$ cat src/rtl/atten_ctrl_pkg.sv
package atten_ctrl_pkg;
  localparam int unsigned ATTN_WORD_W  = 6;
  localparam int unsigned SYNC_DEPTH   = 2;

  typedef enum logic {
    SRC_PARALLEL = 1'b0,
    SRC_SERIAL   = 1'b1
  } src_sel_e;
endpackage

$ cat src/rtl/atten_sync_bank.sv
module atten_sync_bank #(
  parameter int unsigned N      = 4,
  parameter int unsigned STAGES = 2
) (
  input  logic         clk,
  input  logic         rst_n,
  input  logic [N-1:0] async_i,
  output logic [N-1:0] sync_o
);
  localparam int unsigned LAST = STAGES - 1;

  logic [N-1:0] stage_q [STAGES];

  for (genvar s = 0; s < STAGES; s++) begin : g_stage
    if (s == 0) begin : g_first
      always_ff @(posedge clk or negedge rst_n) begin
        if (!rst_n) stage_q[s] <= '0;
        else        stage_q[s] <= async_i;
      end
    end else begin : g_next
      always_ff @(posedge clk or negedge rst_n) begin
        if (!rst_n) stage_q[s] <= '0;
        else        stage_q[s] <= stage_q[s-1];
      end
    end
  end

  assign sync_o = stage_q[LAST];
endmodule

$ cat src/rtl/atten_input_reg.sv
module atten_input_reg
  import atten_ctrl_pkg::*;
#(
  parameter int unsigned W = 6
) (
  input  logic         clk,
  input  logic         rst_n,
  input  src_sel_e     src_i,
  input  logic         le_i,
  input  logic         sclk_i,
  input  logic         sdat_i,
  input  logic [W-1:0] par_i,
  output logic [W-1:0] word_o,
  output logic         sclk_rise_o
);
  logic         sclk_prev_q;
  logic [W-1:0] word_q;

  function automatic logic [W-1:0] shift_msb_first(input logic [W-1:0] cur,
                                                   input logic         din);
    return {cur[W-2:0], din};
  endfunction

  function automatic logic [W-1:0] next_word(input src_sel_e     src,
                                             input logic         le,
                                             input logic         rise,
                                             input logic         din,
                                             input logic [W-1:0] cur,
                                             input logic [W-1:0] par);
    if (src == SRC_PARALLEL)  return par;
    if (rise && !le)          return shift_msb_first(cur, din);
    return cur;
  endfunction

  assign sclk_rise_o = sclk_i & ~sclk_prev_q;

  always_ff @(posedge clk or negedge rst_n) begin
    if (!rst_n) begin
      sclk_prev_q <= 1'b0;
      word_q      <= '0;
    end else begin
      sclk_prev_q <= sclk_i;
      word_q      <= next_word(src_i, le_i, sclk_rise_o, sdat_i, word_q, par_i);
    end
  end

  assign word_o = word_q;
endmodule

$ cat src/rtl/atten_out_latch.sv
module atten_out_latch #(
  parameter int unsigned W = 6
) (
  input  logic         clk,
  input  logic         rst_n,
  input  logic         le_i,
  input  logic [W-1:0] word_i,
  output logic [W-1:0] state_o
);
  logic [W-1:0] state_q;

  always_ff @(posedge clk or negedge rst_n) begin
    if (!rst_n)    state_q <= '0;
    else if (le_i) state_q <= word_i;
  end

  assign state_o = state_q;
endmodule

$ cat src/rtl/atten_ctrl_latch.sv
module atten_ctrl_latch
  import atten_ctrl_pkg::*;
#(
  parameter int unsigned WORD_W      = ATTN_WORD_W,
  parameter int unsigned SYNC_STAGES = SYNC_DEPTH
) (
  input  logic              clk,
  input  logic              rst_n,
  input  logic              ser_mode_i,
  input  logic              ser_data_i,
  input  logic              ser_clk_i,
  input  logic              latch_en_i,
  input  logic [WORD_W-1:0] par_word_i,
  output logic [WORD_W-1:0] atten_state_o
);
  localparam int unsigned CTRL_W = 4;
  localparam int unsigned SYNC_W = WORD_W + CTRL_W;

  logic [SYNC_W-1:0] raw_vec;
  logic [SYNC_W-1:0] sync_vec;

  logic              mode_sync;
  logic              sdat_sync;
  logic              sclk_sync;
  logic              le_sync;
  logic [WORD_W-1:0] par_sync;
  logic              sclk_rise;
  logic [WORD_W-1:0] in_word;
  src_sel_e          src_sel;

  assign raw_vec = {par_word_i, latch_en_i, ser_clk_i, ser_data_i, ser_mode_i};

  atten_sync_bank #(
    .N      (SYNC_W),
    .STAGES (SYNC_STAGES)
  ) u_sync (
    .clk     (clk),
    .rst_n   (rst_n),
    .async_i (raw_vec),
    .sync_o  (sync_vec)
  );

  assign mode_sync = sync_vec[0];
  assign sdat_sync = sync_vec[1];
  assign sclk_sync = sync_vec[2];
  assign le_sync   = sync_vec[3];
  assign par_sync  = sync_vec[SYNC_W-1:CTRL_W];
  assign src_sel   = src_sel_e'(mode_sync);

  atten_input_reg #(
    .W (WORD_W)
  ) u_inreg (
    .clk         (clk),
    .rst_n       (rst_n),
    .src_i       (src_sel),
    .le_i        (le_sync),
    .sclk_i      (sclk_sync),
    .sdat_i      (sdat_sync),
    .par_i       (par_sync),
    .word_o      (in_word),
    .sclk_rise_o (sclk_rise)
  );

  atten_out_latch #(
    .W (WORD_W)
  ) u_outlat (
    .clk     (clk),
    .rst_n   (rst_n),
    .le_i    (le_sync),
    .word_i  (in_word),
    .state_o (atten_state_o)
  );
endmodule

$ cat config.mk
export PLATFORM = sky130hd
export DESIGN_NAME = atten_ctrl_latch
export DESIGN_NICKNAME = d
export VERILOG_FILES = /design/src/rtl/atten_ctrl_pkg.sv /design/src/rtl/atten_sync_bank.sv /design/src/rtl/atten_input_reg.sv /design/src/rtl/atten_out_latch.sv /design/src/rtl/atten_ctrl_latch.sv
export SDC_FILE = /design/constraint.sdc
export NUM_CORES = 1
export LEC_CHECK = 0
export ABC_AREA = 1
export CAP_MARGIN = 10
export CORE_ASPECT_RATIO = 1.25
export CORE_MARGIN = 1
export CORE_UTILIZATION = 40
export DETAILED_ROUTE_END_ITERATION = 6
export DONT_BUFFER_PORTS = 1
export PLACE_DENSITY = 0.55
export REMOVE_ABC_BUFFERS = 1
export SYNTH_ARGS = -nofsm -noshare
export SYNTH_HDL_FRONTEND = slang
export SYNTH_SLANG_ARGS = --single-unit
$ cat constraint.sdc
create_clock -name clk -period 1.3 [get_ports clk]
set_input_delay 0.195 -clock clk [delete_from_list [all_inputs] [get_ports clk]]
set_output_delay 0.195 -clock clk [all_outputs]
set_load 0.05 [all_outputs]
# Word level (Yosys, flattened, before mapping)

Cells that the tools add are included.

Register bits: 33
Bits in latches: 0
Bits of input ports: 12
Output and inout bits: 6
Logic and storage cells: 16
Memories: 0
ROM bits: 0
RAM bits: 0

$lt $le $gt $ge: 0
Add/subtract/negate cells: 0
Reductions and logical operators: 2
Shifts and indexed selects: 0
Bitwise logic cells: 2
Multiply operators: 0
Div/mod/pow operators: 0
Equality and inequality tests: 1
Multiplexer cells: 6

Operators with widths:

| kind               | count |
|---|---|
| $mux 6             | 4 |
| $mux 1             | 2 |
| $ne 2x1->1 const B | 1 |
| $and 1x1->1        | 1 |
| $logic_and 1x1->1  | 1 |
| $logic_not 1->1    | 1 |
| $not 1->1          | 1 |

# Logic depth before layout (Yosys ltp)

Word-level depth: 7
Depth in mapped cells: 6
Gate-level depth less buffers: 5

# Modules after synthesis

A second synthesis with hierarchy kept.

Cells, all modules: 99
Area, all modules: 1,178.6 um^2

By module, submodules not included:

| module          | instances | area each (um^2) | cells an instance | seq. area each (um^2) |
|---|---|---|---|---|
| atten_sync_bank | 1         | 575.6            | 30                | 500.5 |
| atten_input_reg | 1         | 381.6            | 44                | 175.2 |
| atten_out_latch | 1         | 221.5            | 25                | 150.1 |

# Worst setup path after synthesis

OpenSTA, ideal clock, no wires.

Kind: register -> register
From: register u_outlat.state_o[0] (netlist name)
To: register u_outlat.state_q[0], in the netlist u_outlat.state_o[0]
Data required time: 1.175 ns
Setup time: 0.125 ns
Arrival: 0.863 ns
Setup slack: 0.312 ns
Buffers on the path: 0
Clock period less this slack: 0.988 ns
Cell stages (with the launch flop): 2
Cell sequence: dfrtp_1 mux2_2

RTL lines:

| element              | RTL line              | RTL |
|---|---|---|
| end signal, assigned | atten_out_latch.sv:14 | `else if (le_i) state_q <= word_i;` |
| end, declared        | atten_out_latch.sv:10 | `logic [W-1:0] state_q;` |

# Worst setup path after layout

From: register u_outlat.state_q[1], in the netlist u_outlat.state_o[1]
To: output atten_state_o[1]

RTL lines:

| element       | RTL line               | RTL |
|---|---|---|
| end, declared | atten_ctrl_latch.sv:14 | `output logic [WORD_W-1:0] atten_state_o` |

No word-level cell between the ends.

==> impl_metrics.ini <==
[floorplan]
io_pins = 18
row_count = 21
fp.dieW_um = 49.1
start_util = 0.418
die_area_mm2 = 0.00299
design.core.area_mm2 = 0.00265
die_h_um = 60.9

[clock_tree]
clk_latency_ns = 0.33
cts.path.max_buffers = 2
cts_sinks = 33
numCtsBuffers = 5
cts_root_buffer = clkbuf_4
cts_tree = done
cts_max_level = 2
path_clk_slew_ns = 0.09
cts.repair.resized = 0

[power]
clockPowerShare = 0.267
power_frac_seq = 0.600
intPower_w = 0.00142
ir_drop_mv = 0.865
leakage_nw = 0.633
power.total_w = 0.00195
combPwrFrac = 0.133
netSwitchingPower_w = 0.000531
swShare = 0.273
p_per_area_mw_per_mm2 = 1440

[global_routing]
track_usage = 0.125
grt_max_degree = 34
antenna_found_initial = 0
gr-total-overflow = 0
grt_pass1_wl_um = 2400
first_global_vias = 552

[route]
vias = 623
wl_per_cell_um = 11.4
totalWireLength_um = 1540
post_drt_via_cell_ratio = 4.61
antenna_left = 0
first_iter_violations = 16
drc = 0
dr.pass1.iters = 4

[timing]
rsz0062_at_grt = false
setup_violations = 0
finalCritPeriodShare = 0.902
fmax_mhz = 853
finalMaxSlewViolations = 0
worst_pin_slew_ns = 0.483
fin_tns_setup_ns = 0
finalClockSkew_ns = 0.00271
hold_ws_ns = 0.313
final-hold-violation-count = 0
slew_headroom = 0.678
final.min_clock_period_ns = 1.17

[worst_setup_path]
required_ns = 1.11
arrival_ns = 0.98
worst-path-max-fanout = 2
critPathCaptureType = output pin
cp-start-kind = register
r2r_cells = 1
timing.rr.end = u_outlat.state_o[2]$_DFFE_PN0P_
critPathKind = reg2out
reg2reg_slack_ns = 0.21
r2r_start = u_sync.sync_o[3]$_DFF_PN0_

[final_layout]
diodes = 0
drive_gt1_frac = 0.228
nFillCells = 229
num-nets-final = 112
synthToLayoutAreaGrowth_pct = 22.2

[place]
io_buffers = 0
gp_congestion = 0.745
dp_hpwl_um = 948

[job]
cap_viol_max_count = 0

[synthesis]
synth_cells = 77
syn_area_mm2 = 0.00111
yosysSeqAreaShare = 0.745
synth_area_leader_cell = dfrtp_1
postSynthAreaPerCell_um2 = 14.4
yosysTopAreaCellShare = 0.745
post_synth_num_cell_types = 13
synthTopCellsByArea = dfrtp_1 (74%), mux2_2 (5.1%), nand3_1 (5.0%)
ys_ff_latch = 33
ys_warn_count = 0

[min_path]
hold_class = in2async

[outcome]
status = complete, no violations
-- layout make-up --
cell class	count	area, µm²	share of cell area
flip-flops and latches	33	826	0.609
multi-input cells	40	253	0.187
repair buffers	18	175	0.129
well taps	34	42.5	0.0314
clock buffers	6	41.3	0.0305
clock inverters	2	10.0	0.00739
inverters	2	7.51	0.00554
-- metrics by stage --
step | utilization | area (µm²) | instances | setup slack (ns)
after floorplan | - | 1090 | 75 | 0.281
after global routing | 0.511 | 1360 | 135 | 0.0835
after detailed placement | 0.442 | 1170 | 115 | 0.197
final | 0.511 | 1360 | 135 | 0.127
after CTS | 0.511 | 1360 | 135 | 0.0986
after global placement | 0.442 | 1170 | 115 | 0.197
-- how the worst max path moves through the flow --
stage	from	to	slack, ns	cells after the start
final	u_outlat.state_o[1]$_DFFE_PN0P_	atten_state_o[1]	0.13	0
after global routing	u_outlat.state_o[1]$_DFFE_PN0P_	atten_state_o[1]	0.08	0
after CTS	u_outlat.state_o[1]$_DFFE_PN0P_	atten_state_o[1]	0.1	0
after detailed placement	u_sync.sync_o[3]$_DFF_PN0_	u_inreg.word_o[0]$_DFFE_PN0P_	0.20	4
after global placement	u_sync.sync_o[3]$_DFF_PN0_	u_outlat.state_o[2]$_DFFE_PN0P_	0.20	1
after floorplan	u_sync.sync_o[3]$_DFF_PN0_	u_outlat.state_o[0]$_DFFE_PN0P_	0.28	1
-- cell usage after synthesis (all sizes together) --
master / instances
nand2: 15
nand3: 11
buf: 2
mux2: 5
o21ai: 1
dfrtp: 33
nor2: 2
nand3b: 5
inv: 2
a21oi: 1
-- kinds of logic (layout without fill, tap and decap cells) --
kind of cell           Yosys count  count (layout)  share of synthesized area
DFF                             33              33                      0.745
buffers and inverters            4              28                     0.0271
muxes                            5               5                     0.0508
and+or+nand+nor                 33              33                      0.165
AOI/OAI and AO/OA                2               2                     0.0124
-- routing by layer --
| layer | part of all wire | vias to the layer above | track usage | wire, µm |
|---|---|---|---|---|
| met5 | 0 | - | 0 | 0 |
| met3 | 0.075 | 7 | 0.0752 | 115 |
| met1 | 0.41 | 290 | 0.123 | 624 |
| met2 | 0.48 | 29 | 0.186 | 746 |
| li1 | - | 297 | - | - |
| met4 | 0.035 | 0 | 0.113 | 54 |
-- state kept, by name, indices dropped and copies added, names as in the netlist --
name and flops:
u_inreg.sclk_prev_q 1, u_inreg.word_o 6, u_outlat.state_o 6, u_sync.stage_q 10, u_sync.sync_o 10
-- power by group through the flow --
stage	Clock, W	Sequential (W)	Combinational, W
2_1_floorplan	0	0.00126	0.0000686
3_3_place_gp	0	0.00119	0.000207
3_5_place_dp	0	0.00119	0.000209
4_1_cts	0.000550	0.00117	0.000262
5_1_grt	0.000593	0.00118	0.000280
6_report	0.000520	0.00117	0.000259
-- timing repair --
item | in CTS | in global routing
hold endpoints to repair | 43 | 0
buffers inserted | 0 | 0
hold buffers | 12 | 0
-- cells in the final DEF (no fill, tap or decap), types with 2 or more instances in the layout --
| cell | Yosys | layout |
|---|---|---|
| inv_1 | 2 | 2 |
| nand2_1 | 13 | 13 |
| mux2_2 | 5 | 5 |
| clkbuf_4 | 0 | 5 |
| nand3_1 | 11 | 11 |
| clkinv_2 | 0 | 2 |
| dlygate4sd3_1 | 0 | 11 |
| dfrtp_1 | 33 | 33 |
| buf_4 | 0 | 6 |
| nand3b_1 | 5 | 5 |
(Power assumes the default switching activity.)
